[src/rtl/vsel_pkg.sv]
package vsel_pkg;

    typedef enum logic [2:0] {
        POL_FIFO = 3'd0,
        POL_LRU  = 3'd1,
        POL_MRU  = 3'd2,
        POL_RR   = 3'd3,
        POL_RAND = 3'd4
    } policy_e;

    localparam int           RND_W    = 16;
    localparam logic [15:0]  RND_SEED = 16'hACE1;
    localparam logic [15:0]  RND_TAPS = 16'hB400;

    // index width that never collapses to zero bits
    function automatic int idx_w(input int n);
        return (n > 1) ? $clog2(n) : 1;
    endfunction

    // one right-shift step of the Galois register
    function automatic logic [RND_W-1:0] rnd_step(input logic [RND_W-1:0] v);
        return v[0] ? ((v >> 1) ^ RND_TAPS) : (v >> 1);
    endfunction

endpackage

[src/rtl/vsel_lfsr.sv]
module vsel_lfsr
    import vsel_pkg::*;
(
    input  logic             clk,
    input  logic             rst,
    output logic [RND_W-1:0] state_q
);

    always_ff @(posedge clk) begin
        if (rst) begin
            state_q <= RND_SEED;
        end else begin
            state_q <= rnd_step(state_q);
        end
    end

endmodule

[src/rtl/vsel_age_table.sv]
module vsel_age_table
    import vsel_pkg::*;
#(
    parameter  int SETS  = 16,
    parameter  int WAYS  = 4,
    localparam int SET_W = idx_w(SETS),
    localparam int AGE_W = idx_w(WAYS)
) (
    input  logic                       clk,
    input  logic                       rst,
    input  logic                       upd_en,
    input  logic [SET_W-1:0]           upd_set,
    input  logic [AGE_W-1:0]           upd_way,
    input  logic [SET_W-1:0]           rd_set,
    output logic [WAYS-1:0][AGE_W-1:0] rd_age
);

    localparam logic [AGE_W-1:0] AGE_MAX = AGE_W'(WAYS - 1);

    logic [WAYS-1:0][AGE_W-1:0] age_q [SETS];
    logic [AGE_W-1:0]           ref_age;

    // rank of the touched way before this update
    always_comb ref_age = age_q[upd_set][upd_way];

    assign rd_age = age_q[rd_set];

    // ages stay a strict order among touched ways; untouched ways sit at AGE_MAX
    always_ff @(posedge clk) begin
        if (rst) begin
            for (int s = 0; s < SETS; s++) begin
                for (int w = 0; w < WAYS; w++) begin
                    age_q[s][w] <= AGE_MAX;
                end
            end
        end else if (upd_en) begin
            for (int w = 0; w < WAYS; w++) begin
                if (AGE_W'(w) == upd_way) begin
                    age_q[upd_set][w] <= '0;
                end else if (age_q[upd_set][w] < ref_age) begin
                    age_q[upd_set][w] <= age_q[upd_set][w] + 1'b1;
                end
            end
        end
    end

endmodule

[src/rtl/vsel_rr_table.sv]
module vsel_rr_table
    import vsel_pkg::*;
#(
    parameter  int SETS  = 16,
    parameter  int WAYS  = 4,
    localparam int SET_W = idx_w(SETS),
    localparam int WAY_W = idx_w(WAYS)
) (
    input  logic             clk,
    input  logic             rst,
    input  logic             adv_en,
    input  logic [SET_W-1:0] adv_set,
    input  logic [SET_W-1:0] rd_set,
    output logic [WAY_W-1:0] rd_ptr
);

    localparam logic [WAY_W-1:0] LAST = WAY_W'(WAYS - 1);

    logic [WAY_W-1:0] ptr_q [SETS];

    assign rd_ptr = ptr_q[rd_set];

    always_ff @(posedge clk) begin
        if (rst) begin
            for (int s = 0; s < SETS; s++) begin
                ptr_q[s] <= '0;
            end
        end else if (adv_en) begin
            ptr_q[adv_set] <= (ptr_q[adv_set] == LAST) ? '0 : ptr_q[adv_set] + 1'b1;
        end
    end

endmodule

[src/rtl/vsel_rank.sv]
module vsel_rank
    import vsel_pkg::*;
#(
    parameter  int WAYS       = 4,
    parameter  bit PICK_OLDEST = 1'b1,
    localparam int WAY_W      = idx_w(WAYS)
) (
    input  logic [WAYS-1:0][WAY_W-1:0] ages,
    output logic [WAY_W-1:0]           way
);

    // strict compare keeps the lowest index on a tie
    always_comb begin
        way = '0;
        for (int w = 1; w < WAYS; w++) begin
            if (PICK_OLDEST) begin
                if (ages[w] > ages[way]) way = WAY_W'(w);
            end else begin
                if (ages[w] < ages[way]) way = WAY_W'(w);
            end
        end
    end

endmodule

[src/rtl/vsel_pick.sv]
module vsel_pick
    import vsel_pkg::*;
#(
    parameter  int WAYS  = 4,
    localparam int WAY_W = idx_w(WAYS)
) (
    input  logic [WAYS-1:0]  valid,
    input  logic [WAY_W-1:0] cand,
    output logic [WAY_W-1:0] victim
);

    // descending scan so the lowest empty way is the last one written
    always_comb begin
        victim = cand;
        for (int w = WAYS - 1; w >= 0; w--) begin
            if (!valid[w]) victim = WAY_W'(w);
        end
    end

endmodule

[src/rtl/victim_selector.sv]
module victim_selector
    import vsel_pkg::*;
#(
    parameter  int      SETS   = 16,
    parameter  int      WAYS   = 4,
    parameter  policy_e POLICY = POL_LRU,
    localparam int      SET_W  = idx_w(SETS),
    localparam int      WAY_W  = idx_w(WAYS)
) (
    input  logic             clk,
    input  logic             rst,
    input  logic             hit_valid,
    input  logic [SET_W-1:0] hit_set,
    input  logic [WAY_W-1:0] hit_way,
    input  logic             fill_valid,
    input  logic [SET_W-1:0] fill_set,
    input  logic [WAY_W-1:0] fill_way,
    input  logic [SET_W-1:0] look_set,
    output logic [WAY_W-1:0] victim_way
);

    logic [WAYS-1:0] look_valid;

    if (WAYS == 1) begin : g_direct
        assign look_valid = '1;
        assign victim_way = '0;
    end else begin : g_assoc
        logic [WAYS-1:0]  valid_q [SETS];
        logic [WAY_W-1:0] cand;

        always_ff @(posedge clk) begin
            if (rst) begin
                for (int s = 0; s < SETS; s++) begin
                    valid_q[s] <= '0;
                end
            end else if (fill_valid) begin
                valid_q[fill_set][fill_way] <= 1'b1;
            end
        end

        assign look_valid = valid_q[look_set];

        if (POLICY == POL_RR) begin : g_rr
            vsel_rr_table #(.SETS(SETS), .WAYS(WAYS)) u_ptr (
                .clk    (clk),
                .rst    (rst),
                .adv_en (fill_valid),
                .adv_set(fill_set),
                .rd_set (look_set),
                .rd_ptr (cand)
            );
        end else if (POLICY == POL_RAND) begin : g_rand
            logic [RND_W-1:0] rnd_q;
            vsel_lfsr u_rnd (
                .clk    (clk),
                .rst    (rst),
                .state_q(rnd_q)
            );
            assign cand = WAY_W'(rnd_q % RND_W'(WAYS));
        end else begin : g_age
            localparam bit COUNT_HITS = (POLICY != POL_FIFO);
            logic                       upd_en;
            logic [SET_W-1:0]           upd_set;
            logic [WAY_W-1:0]           upd_way;
            logic [WAYS-1:0][WAY_W-1:0] ages;

            // a fill outranks a hit in the same cycle
            assign upd_en  = fill_valid | (hit_valid & COUNT_HITS);
            assign upd_set = fill_valid ? fill_set : hit_set;
            assign upd_way = fill_valid ? fill_way : hit_way;

            vsel_age_table #(.SETS(SETS), .WAYS(WAYS)) u_age (
                .clk    (clk),
                .rst    (rst),
                .upd_en (upd_en),
                .upd_set(upd_set),
                .upd_way(upd_way),
                .rd_set (look_set),
                .rd_age (ages)
            );

            vsel_rank #(.WAYS(WAYS), .PICK_OLDEST(POLICY != POL_MRU)) u_rank (
                .ages(ages),
                .way (cand)
            );
        end

        vsel_pick #(.WAYS(WAYS)) u_pick (
            .valid (look_valid),
            .cand  (cand),
            .victim(victim_way)
        );
    end

endmodule

[config.mk]
export PLATFORM = sky130hd
export DESIGN_NAME = victim_selector
export DESIGN_NICKNAME = d
export VERILOG_FILES = /design/src/rtl/vsel_pkg.sv /design/src/rtl/vsel_lfsr.sv /design/src/rtl/vsel_age_table.sv /design/src/rtl/vsel_rr_table.sv /design/src/rtl/vsel_rank.sv /design/src/rtl/vsel_pick.sv /design/src/rtl/victim_selector.sv
export SDC_FILE = /design/constraint.sdc
export NUM_CORES = 1
export LEC_CHECK = 0
export ABC_AREA = 1
export BUFFER_PORTS_ARGS = -buffer_cell sky130_fd_sc_hd__buf_2
export CORE_AREA = 2 2 155 157
export CTS_CLUSTER_DIAMETER = 60
export DETAILED_ROUTE_END_ITERATION = 8
export DIE_AREA = 0 0 157 159
export PLACE_DENSITY = 0.71
export SLEW_MARGIN = 30
export SYNTH_ARGS = -nofsm -noshare
export SYNTH_HDL_FRONTEND = slang
export SYNTH_SLANG_ARGS = --single-unit
[constraint.sdc]
create_clock -name clk -period 3.47 [get_ports clk]
set_input_delay 0.1735 -clock clk [delete_from_list [all_inputs] [get_ports clk]]
set_output_delay 0.1735 -clock clk [all_outputs]
set_load 0.005 [all_outputs]
==> summary.md <==
| Metric | Value |
|---|---|
| Post-synthesis cell count | 1477 |
| Final wirelength | 34350 µm |
| CP Depth | 22 |
| Hold slack | 214.2 ps |
| Core Rows | 56 |
| Chip Height | 159 µm |
| Post-synthesis sequential area ratio | 0.4644 |
| Root Buffer | clkbuf_16 |
| # DRC | 0 |
| Vias | 10675 |
| Chip width | 157 µm |
| Overall Power | 5.640 mW |
| Yosys warning count | 0 |
| Upper clock frequency limit | 241.3 MHz |
| Max_cap viols | 0 |
| Endpoints failing setup | 2 |
| Initial antenna violation count | 0 |
| Final cell count without fillers | 1858 |
| CP Max Fanout | 3 |
| Mux cell area share after synthesis | 0 |
| Antenna Cells | 0 |
| Clk buf depth | 2 |
| Final hold violation count | 0 |
| Critical path class | flip-flop to output pin |
| Final Cycle Share | 1.194 |
| First-pass DRT Iterations | 6 |
| PwrDens | 442.1 mW/mm² |
| Worst Tran Pin Value | 970.0 ps |
| DIE AREA | 0.02496 mm² |
| Most used DFF post-synth | edfxtp_1 |
| Port buffer count | 21 |
| Worst vdd ir | 0.0003035 V |
| Pin count of the biggest net entering global routing | 53 |
| Max Slew Vio Count | 0 |
| Crit path max-delay family | compound AO/OA/AOI/OAI gates |
| Register-to-Register Path Depth | 15 |
| Remaining global-route overflow | 0 |
| Fin nets | 1557 |
| First-pass GRT wire length | 53400 µm |
| Fin Setup TNS | -1292 ps |
| Area Overhead vs Synth | 15.61% |
| Final HPWL DP | 24110 µm |
| Layout cells sized above 1 | 0.1319 |
| Setup WS pre-CTS | -485.9 ps |
| Clock Latency Late Sink | 450 ps |
| CTS tree | built |
| Post-synthesis adder-cell area fraction | 0.01247 |
| H-tree depth | 4 |
| Io pins | 22 |
| Number of synthesized flops with an enable pin | 128 |
| Pleak | 5.127 nW |
| Tot GR Track Use | 0.2747 |
| Via/cell ratio | 5.745 |
| Wire length per cell | 18.49 µm |
| Main combinational cell family by area after synthesis | simple AND/OR/NAND/NOR gates |
| Violated checks | negative setup slack |
| RSZ-0062 raised after global routing | yes |
| Antenna viol nets, final | 0 |
| XOR/XNOR share of the synthesized area | 0 |
| CP startpoint kind | flip-flop |
| Worst path max stage delay | 420 ps |
| Clock-pin slew on the worst setup and hold paths | 80 ps |
| Synth Cell Area | 0.01104 mm² |
| Post-Syn Nets | 1508 |
| Hold Path Cell Cnt | 4 |
| Post-synthesis simple-gate area fraction | 0.2766 |
| Yosys cell types | 32 |
| Number of buffers created by CTS | 17 |
| CP cell instances | o21ai_0 > o221ai_1 > o211ai_1 > nand2_1 > ha_1 > inv_1 > o22ai_4 > nand2_2 > o21ai_2 > ha_1 > a22oi_2 > nor2_2 > nand2_1 > o211ai_1 > ha_1 > inv_1 > nor2_1 > o21ai_1 > nand3_1 > o211ai_1 > nor2_1 > buf_2 |
| Hold buffers post-CTS | 0 |
| Final Wtd Congestion | 0.9505 |
| Mean Syn Cell Area | 7.472 µm² |
| Placed cells | 1824 |
| Hold Path Class | input port to flip-flop |
| PnR worst setup slack | -674.4 ps |
| CP max-delay cell | edfxtp_1 |
| DR iter-0 viols | 1244 |
| CP Capture Type | output pin |
| Worst EP arrival | 3970 ps |
| Minimum clock period | 4144 ps |
| Initial core utilization | 0.4758 |
| Post-synthesis compound-gate area fraction | 0.1523 |
| Worst Path Required | 3300 ps |
| Flops & latches, synth | 192 |
| Outcome | complete, but fails checks |
| Skew final | 16.36 ps |
| Synth async-reset ratio | 0 |
| CP bufs+invs | 3 |
| Core area | 0.02319 mm² |
| Vias in the first global route | 9997 |
| Sink Count | 192 |
| Worst slew margin | 0.3526 |
==> synthesized netlist by cell type (all sizes together) (2+ instances only) <==
cell type,instances,area share
nand2,431,0.15
nand3,203,0.093
o21ai,140,0.064
inv,134,0.046
edfxtp,128,0.35
nor2,90,0.032
clkbuf,69,0.023
a21oi,68,0.031
dfxtp,64,0.12
buf,41,0.024
o22ai,41,0.023
a22oi,25,0.017
ha,11,0.012
o221ai,11,0.0087
o211ai,9,0.0061
nor3,5,0.0023
clkinv,2,0.00068
==> worst paths after layout <==
| path | endpoint | slack [ps] | start |
|---|---|---|---|
| worst max register to register | g_assoc.g_age.u_age.age_q[0][3] | 520 | g_assoc.g_age.u_age.age_q[15][1] |
| worst max-delay path | victim_way[1] | -670 | g_assoc.g_age.u_age.age_q[6][0] |
| worst min-delay path | g_assoc.valid_q[4][0] | 210 | fill_set[3] |
| worst min register to register | g_assoc.valid_q[11][0] | 460 | g_assoc.valid_q[11][0] |
==> stage by stage <==
stage | area, µm² | utilization
after global routing | 12760 | 0.5501
after CTS | 12730 | 0.5490
final | 12760 | 0.5501
after detailed placement | 12070 | 0.5204
after floorplan | 11050 | -
after global placement | 12070 | 0.5204
==> registers in the layout, indices dropped and copies added, names as in the netlist <==
register / flops
g_assoc.g_age.u_age.age_q: 128
g_assoc.valid_q: 64
==> kinds of logic (layout without fill, tap and decap cells) <==
kind of cell,count (synthesis),count (layout)
fa+ha+maj,11,11
buf+inv,246,308
compound gates,297,297
simple gates,731,731
flops,192,192
==> layout make-up <==
type / count / area (µm²)
fillers: 2137 / 10430
flip-flops and latches: 192 / 5125
multi-input cells: 1039 / 4940
repair buffers: 140 / 1174
inverters: 136 / 510.5
clock buffers: 19 / 475.5
well taps: 319 / 399.1
clock inverters: 13 / 135.1
==> power breakdown <==
group / switching [mW] / total [mW] / internal (mW)
sequential: 0.0182 / 2.49 / 2.47
combinational: 0.733 / 1.13 / 0.392
clock: 0.978 / 2.02 / 1.05
==> worst min-delay path, stage by stage <==
cell     delay, ps
buf_2          130
nor2_1          90
nand2_1        120
o21ai_0        100
==> timing repair <==
action                                  4_1_cts  5_1_grt
setup buffers                                 2        0
endpoints found under the setup margin        2        2
resized for setup                            14       13
cloned                                        0        0
pin swaps                                    17       13
==> per-layer routing <==
metal,share of wire,vias up,track usage
li1,-,5075,-
met1,0.40,4926,0.3558
met2,0.48,574,0.4567
met3,0.083,100,0.03783
met4,0.039,0,0.1218
met5,0,-,0
==> cell usage in the layout, fill, tap and decap left out, drive strengths merged <==
cell,instances
a31oi,1
o221ai,11
nand3b,1
nand3,203
buf,140
clkinv,7
dfxtp,64
edfxtp,128
clkbuf,19
a22oi,25
o211ai,9
inv,142
a32o,1
o21ai,140
nand4,1
ha,11
nand2,431
a21oi,68
o22ai,41
nor3,5
nor2,90
a211oi,1
Power figures use the tool's default switching activity.
